File: config.mk
export PLATFORM = sky130hd
export DESIGN_NAME = dma_regirq_ctrl
export DESIGN_NICKNAME = d
export VERILOG_FILES = /design/src/rtl/dma_reg_pkg.sv /design/src/rtl/dma_chan_regs.sv /design/src/rtl/dma_arb_reg.sv /design/src/rtl/dma_irq_reg.sv /design/src/rtl/dma_regirq_ctrl.sv
export SDC_FILE = /design/constraint.sdc
export NUM_CORES = 2
export LEC_CHECK = 0
export BUFFER_PORTS_ARGS = -buffer_cell sky130_fd_sc_hd__buf_2
export CORE_ASPECT_RATIO = 1.4
export CORE_MARGIN = 2
export CORE_UTILIZATION = 45
export CTS_BUF_LIST = sky130_fd_sc_hd__clkbuf_4 sky130_fd_sc_hd__clkbuf_8
export CTS_CLUSTER_DIAMETER = 120
export DETAILED_ROUTE_END_ITERATION = 10
export SETUP_SLACK_MARGIN = 0.3
export SYNTH_ARGS = -nofsm -noshare
export SYNTH_HDL_FRONTEND = slang
export SYNTH_HIERARCHICAL = 1
export SYNTH_SLANG_ARGS = --single-unit
File: constraint.sdc
create_clock -name clk -period 2.3 [get_ports clk]
set_clock_uncertainty 0.05 [all_clocks]
set_input_delay 0.46 -clock clk [delete_from_list [all_inputs] [get_ports clk]]
set_output_delay 0.46 -clock clk [all_outputs]
set_load 0.02 [all_outputs]
File: src/rtl/dma_reg_pkg.sv
package dma_reg_pkg;
  localparam int unsigned WORD_W    = 32;
  localparam int unsigned BUSY_BIT  = 24;
  localparam int unsigned BERR_BIT  = 15;
  localparam int unsigned IEN_LSB   = 16;
  localparam int unsigned IMEN_BIT  = 23;
  localparam int unsigned FLAG_LSB  = 24;
  localparam int unsigned MFLAG_BIT = 31;

  localparam logic [3:0] LO_BASE = 4'h0;
  localparam logic [3:0] LO_BLK  = 4'h4;
  localparam logic [3:0] LO_CTRL = 4'h8;

  localparam logic [7:0] OFS_ARB = 8'h70;
  localparam logic [7:0] OFS_INT = 8'h74;

  localparam logic [WORD_W-1:0] ARB_RESET = 32'h0765_4321;
  localparam logic [WORD_W-1:0] INT_WMASK = 32'h00FF_803F;

  typedef struct packed {
    logic [WORD_W-1:0] base;
    logic [WORD_W-1:0] blk;
    logic [WORD_W-1:0] ctrl;
  } chan_regs_t;
endpackage

File: src/rtl/dma_chan_regs.sv
module dma_chan_regs
  import dma_reg_pkg::*;
(
  input  logic              clk,
  input  logic              rst_n,
  input  logic              wr_base,
  input  logic              wr_blk,
  input  logic              wr_ctrl,
  input  logic [WORD_W-1:0] wdata,
  input  logic              done_evt,
  input  logic              berr_evt,
  output chan_regs_t        regs_q
);
  always_ff @(posedge clk) begin
    if (!rst_n) begin
      regs_q <= '0;
    end else begin
      if (wr_base) regs_q.base <= wdata;
      if (wr_blk)  regs_q.blk  <= wdata;
      if (wr_ctrl) begin
        regs_q.ctrl <= wdata;
      end else if (done_evt || berr_evt) begin
        regs_q.ctrl[BUSY_BIT] <= 1'b0;
      end
    end
  end


  busy_clear_chk: assert property (@(posedge clk) disable iff (!rst_n)
    ((done_evt || berr_evt) && !wr_ctrl) |=> !regs_q.ctrl[BUSY_BIT]);


  write_wins_chk: assert property (@(posedge clk) disable iff (!rst_n)
    wr_ctrl |=> (regs_q.ctrl == $past(wdata)));
endmodule

File: src/rtl/dma_arb_reg.sv
module dma_arb_reg
  import dma_reg_pkg::*;
#(
  parameter int unsigned NUM_CH = 7
) (
  input  logic              clk,
  input  logic              rst_n,
  input  logic              wr_en,
  input  logic [WORD_W-1:0] wdata,
  input  logic [NUM_CH-1:0] busy,
  output logic [WORD_W-1:0] arb_q,
  output logic [NUM_CH-1:0] may_run
);
  always_ff @(posedge clk) begin
    if (!rst_n)     arb_q <= ARB_RESET;
    else if (wr_en) arb_q <= wdata;
  end

  for (genvar n = 0; n < NUM_CH; n++) begin : g_gate
    assign may_run[n] = arb_q[4*n+3] & busy[n];
  end
endmodule

File: src/rtl/dma_irq_reg.sv
module dma_irq_reg
  import dma_reg_pkg::*;
#(
  parameter int unsigned NUM_CH = 7
) (
  input  logic              clk,
  input  logic              rst_n,
  input  logic              wr_en,
  input  logic [WORD_W-1:0] wdata,
  input  logic [NUM_CH-1:0] done_evt,
  input  logic [NUM_CH-1:0] berr_evt,
  output logic [WORD_W-1:0] int_q,
  output logic              irq
);
  localparam logic [WORD_W-1:0] CLR_MASK =
    ((WORD_W'(1) << NUM_CH) - WORD_W'(1)) << FLAG_LSB;

  logic [WORD_W-2:0] st_q, st_d;
  logic [NUM_CH-1:0] set_vec;
  logic [NUM_CH-1:0] flags;
  logic              master;

  assign flags   = st_q[FLAG_LSB +: NUM_CH];
  assign set_vec = (done_evt & st_q[IEN_LSB +: NUM_CH]) | berr_evt;

  always_comb begin
    st_d = st_q;
    if (wr_en) begin
      st_d = (st_q & ~INT_WMASK[WORD_W-2:0]) | (wdata[WORD_W-2:0] & INT_WMASK[WORD_W-2:0]);
      st_d = st_d & ~(wdata[WORD_W-2:0] & CLR_MASK[WORD_W-2:0]);
    end
    st_d[FLAG_LSB +: NUM_CH] = st_d[FLAG_LSB +: NUM_CH] | set_vec;
    if (|berr_evt) st_d[BERR_BIT] = 1'b1;
  end

  always_ff @(posedge clk) begin
    if (!rst_n) st_q <= '0;
    else        st_q <= st_d;
  end

  assign master = st_q[BERR_BIT] |
                  (st_q[IMEN_BIT] & (|(st_q[IEN_LSB +: NUM_CH] & flags)));
  assign int_q  = {master, st_q};
  assign irq    = master;


  set_wins_chk: assert property (@(posedge clk) disable iff (!rst_n)
    (|set_vec) |=> ((flags & $past(set_vec)) == $past(set_vec)));


  berr_sets_chk: assert property (@(posedge clk) disable iff (!rst_n)
    (|berr_evt) |=> st_q[BERR_BIT]);


  flag_rise_chk: assert property (@(posedge clk) disable iff (!rst_n)
    ((flags & ~$past(flags) & ~$past(set_vec)) == '0));
endmodule

File: src/rtl/dma_regirq_ctrl.sv
module dma_regirq_ctrl
  import dma_reg_pkg::*;
#(
  parameter int unsigned NUM_CH = 7,
  parameter int unsigned ADDR_W = 8
) (
  input  logic              clk,
  input  logic              rst_n,
  input  logic              req_valid,
  input  logic              req_write,
  input  logic [ADDR_W-1:0] req_addr,
  input  logic [31:0]       req_wdata,
  output logic              rsp_valid,
  output logic [31:0]       rsp_rdata,
  input  logic [NUM_CH-1:0] done_evt,
  input  logic [NUM_CH-1:0] berr_evt,
  output logic [NUM_CH-1:0] may_run,
  output logic              irq
);
  localparam int unsigned IDX_W = ADDR_W - 4;

  logic [IDX_W-1:0]  idx;
  logic [3:0]        lo;
  logic              wr, rd, chan_hit, arb_hit, int_hit;
  chan_regs_t        ch_q [NUM_CH];
  logic [NUM_CH-1:0] busy;
  logic [WORD_W-1:0] arb_q, int_q, rd_mux;

  assign idx      = req_addr[ADDR_W-1:4];
  assign lo       = req_addr[3:0];
  assign wr       = req_valid & req_write;
  assign rd       = req_valid & ~req_write;
  assign chan_hit = (int'(idx) < int'(NUM_CH));
  assign arb_hit  = (req_addr == ADDR_W'(OFS_ARB));
  assign int_hit  = (req_addr == ADDR_W'(OFS_INT));

  for (genvar n = 0; n < NUM_CH; n++) begin : g_ch
    logic sel;
    assign sel = wr & chan_hit & (int'(idx) == n);
    dma_chan_regs u_ch (
      .clk      (clk),
      .rst_n    (rst_n),
      .wr_base  (sel & (lo == LO_BASE)),
      .wr_blk   (sel & (lo == LO_BLK)),
      .wr_ctrl  (sel & (lo == LO_CTRL)),
      .wdata    (req_wdata),
      .done_evt (done_evt[n]),
      .berr_evt (berr_evt[n]),
      .regs_q   (ch_q[n])
    );
    assign busy[n] = ch_q[n].ctrl[BUSY_BIT];
  end

  dma_arb_reg #(.NUM_CH(NUM_CH)) u_arb (
    .clk     (clk),
    .rst_n   (rst_n),
    .wr_en   (wr & arb_hit),
    .wdata   (req_wdata),
    .busy    (busy),
    .arb_q   (arb_q),
    .may_run (may_run)
  );

  dma_irq_reg #(.NUM_CH(NUM_CH)) u_irq (
    .clk      (clk),
    .rst_n    (rst_n),
    .wr_en    (wr & int_hit),
    .wdata    (req_wdata),
    .done_evt (done_evt),
    .berr_evt (berr_evt),
    .int_q    (int_q),
    .irq      (irq)
  );

  always_comb begin
    rd_mux = '0;
    if (arb_hit) begin
      rd_mux = arb_q;
    end else if (int_hit) begin
      rd_mux = int_q;
    end else begin
      for (int n = 0; n < NUM_CH; n++) begin
        if (chan_hit && int'(idx) == n) begin
          case (lo)
            LO_BASE: rd_mux = ch_q[n].base;
            LO_BLK:  rd_mux = ch_q[n].blk;
            LO_CTRL: rd_mux = ch_q[n].ctrl;
            default: rd_mux = '0;
          endcase
        end
      end
    end
  end

  always_ff @(posedge clk) begin
    if (!rst_n) begin
      rsp_valid <= 1'b0;
      rsp_rdata <= '0;
    end else begin
      rsp_valid <= rd;
      if (rd) rsp_rdata <= rd_mux;
    end
  end


  rsp_follow_chk: assert property (@(posedge clk) disable iff (!rst_n)
    rd |=> rsp_valid);


  rsp_quiet_chk: assert property (@(posedge clk) disable iff (!rst_n)
    !rd |=> !rsp_valid);
endmodule

==> out/qor.yml <==
logic_synthesis:
  yosys-top-cells-area: "dfxtp_1, mux2i_1, nor2b_1"
  yosys_most_used_dff: "dfxtp_1"
  async_reset_ff_frac: 0
  synth_top_cell_area_share: 0.429
  syn_area_um2: 35400
  synth_top_area_cell: "dfxtp_1"
  yosys_warnings: 6
  synth_cell_type_count: 82
  synth-edff-count: 0
  yosysSeqAreaShare: 0.429
  synth_area_per_cell_um2: 10.1
  ys_ff_latch: 759
  synthesis.instances: 3497
  synthTopCellsByCount: "mux2i_1, dfxtp_1, nor2b_1"
  post-synth-top-count-cell: "mux2i_1"
timing:
  final-max-slew-violation-count: 0
  timing.fmax_mhz: 441
  period_share: 0.986
  finalHoldViolCount: 0
  finalSetupViolations: 0
  tightest_slew_ns: 0.699
  tns_ns: 0
  relSlewSlack: 0.534
  layout_setup_ws_ns: 0.0313
  rsz0062_at_grt: "yes"
  min_period_ns: 2.27
pwr:
  ir_worst_vdd_mv: 0.497
  p_leak_nw: 13.7
  powerDensity_nw_per_um2: 639
setup_path:
  crit_type: "register to output pin"
  critPathCaptureType: "output pin"
  critPathTopFamily: "compound AO/OA/AOI/OAI gates"
  reg2reg_from: "g_ch[1].u_ch/regs_q[76]"
  crit_buf_inv: 1
  cp-startpoint: "u_irq/st_q[18]"
  crit_path_top_delay_cell: "dfxtp_1"
  slowest_delay_ns: 0.32
  crit_required_ns: 1.79
  crit_chain: "a22oi_2 > a41oi_2 > buf_4"
  arrival_ns: 1.76
  critPathMaxFanout: 2
  cp-start-kind: "register"
placed_design:
  hpwl_mm: 92.9
  place_ws_ns: -0.461
  io_buffers: 98
  placedCellCount: 4713
  gp_congestion: 0.924
floorplanning:
  core_um2: 77800
  io_pins: 99
  rows: 121
  die_h_um: 336
  die_w_um: 241
  initial_utilization: 0.455
  die_area_um2: 81100
grt:
  antenna_found_initial: 8
  grt_usage: 0.335
  grt_pass1_wl_mm: 199
  grt_pass1_vias: 29700
  grt_max_degree: 133
  overflow: 0
detailed_routing:
  drt_iter0_drc: 2535
  drt-total-wl_mm: 136
  ant_nets: 0
  wl_per_cell_um: 27.6
  drc: 0
  via_per_inst: 5.88
  drtPass1Iterations: 7
  via_count: 29100
min_path:
  min_from: "req_wdata[24]"
  worst_hold_path_type: "primary input to register"
clocking:
  cts.reportedPaths.clkPinSlew_ns: 0.06
  cts_tree: "built"
  clock_path_buffers: 3
  htreeDepth: 3
  root_buffer: "clkbuf_8"
  worstSkewPairLatency_ns: 0.80
  cts_sinks: 759
  cts_buffers: 118
final_layout:
  drive_above_1_share: 0.214
  nets: 3867
  instances_no_fill: 4943
  area_delta_synth_final_pct: 20.2
flow_run:
  drv_cap: 0
status:
  status: "complete, no violations"
sequential cells by signal, indices dropped and copies added (netlist names):
register,flops
g_ch.u_ch/regs_q,672
rsp_rdata,32
rsp_valid,1
u_arb/arb_q,32
u_irq/st_q,22
cell families (layout without fill, tap and decap cells):
group           after synthesis  in the layout  share of synthesized area
compound gates              533            533                      0.108
buf+inv                     310            699                     0.0454
flops                       759            759                      0.429
mux                         860            860                      0.245
other cells                   1             13                   0.000106
simple gates               1034           1034                      0.173
what timing repair did:
action / 4_1_cts / 5_1_grt
endpoints found under the hold margin: 16 / 0
hold buffers: 15 / 0
setup endpoints to repair: 12 / 25
buffers inserted: 3 / 3
pin swaps: 4 / 1
resized for setup: 31 / 6
routing by layer:
| layer | part of all wire | vias up | GRT usage |
|---|---|---|---|
| li1 | - | 13000 | - |
| met2 | 0.46 | 1266 | 0.539 |
| met3 | 0.067 | 431 | 0.0565 |
| met4 | 0.065 | 6 | 0.208 |
| met1 | 0.41 | 14300 | 0.416 |
| met5 | 0.00025 | - | 0 |
final cells by class:
type,count,area [um^2]
well taps,1045,1310
flip-flops and latches,759,15200
clock inverters,25,189
clock buffers,180,2270
fillers,7061,35200
multi-input cells,2436,19000
diodes,4,10.0
repair buffers,488,4570
inverters,6,22.5
worst reg2reg max path, stage by stage, from the launching register on:
cell	delay (ns)
dfxtp_1	0.31
mux2_2	0.26
a32oi_1	0.19
o2bb2ai_1	0.13
nor4_1	0.42
buf_4	0.19
a221oi_1	0.07
worst paths after layout:
check                           depth (start not counted)  slack, ns                       to
worst min-delay path                                    3       0.13  g_ch[6].u_ch/regs_q[24]
worst min register to register                          2       0.43            rsp_rdata[20]
worst max register to register                          6       0.56            rsp_rdata[12]
worst max-delay path                                    3       0.03                      irq
report_power, final:
| group | switching (mW) | internal (mW) | leakage (nW) | total [mW] |
|---|---|---|---|---|
| Clock | 5.55 | 6.47 | 1.31 | 12.0 |
| Combinational | 1.24 | 0.742 | 6.25 | 1.98 |
| Sequential | 0.0532 | 13.2 | 6.13 | 13.2 |
| Total | 6.84 | 20.4 | 13.7 | 27.2 |
per-stage QoR:
| step | hold WS (ns) | utilization | power, mW | instance area (um^2) |
|---|---|---|---|---|
| 2_1_floorplan | 0.389 | - | 14.4 | 36300 |
| 3_3_place_gp | 0.402 | 0.512 | 15.4 | 39900 |
| 3_5_place_dp | 0.418 | 0.512 | 15.4 | 39900 |
| 4_1_cts | 0.104 | 0.547 | 27.3 | 42600 |
| 5_1_grt | 0.124 | 0.547 | 28.0 | 42600 |
| 6_report | 0.126 | 0.547 | 27.2 | 42600 |
layout by cell type (no fill, tap or decap), types with 13 or more instances in the layout:
cell type,instances
a21oi_1,64
nand3_1,21
a221oi_1,32
mux2_2,58
mux2i_1,795
buf_2,91
a22oi_1,104
nor2_1,62
dfxtp_1,739
dfxtp_2,16
a31oi_1,13
dlygate4sd3_1,15
nor4_1,13
buf_12,86
buf_4,292
o22ai_1,55
o211ai_1,23
clkbuf_8,148
a22o_1,18
o2bb2ai_1,35
nor2b_1,690
clkbuf_4,33
clkinv_2,18
nand2_1,109
nor2_4,24
and2_1,17
o21ai_0,71
No activity file was read; power rests on OpenSTA's default activity.
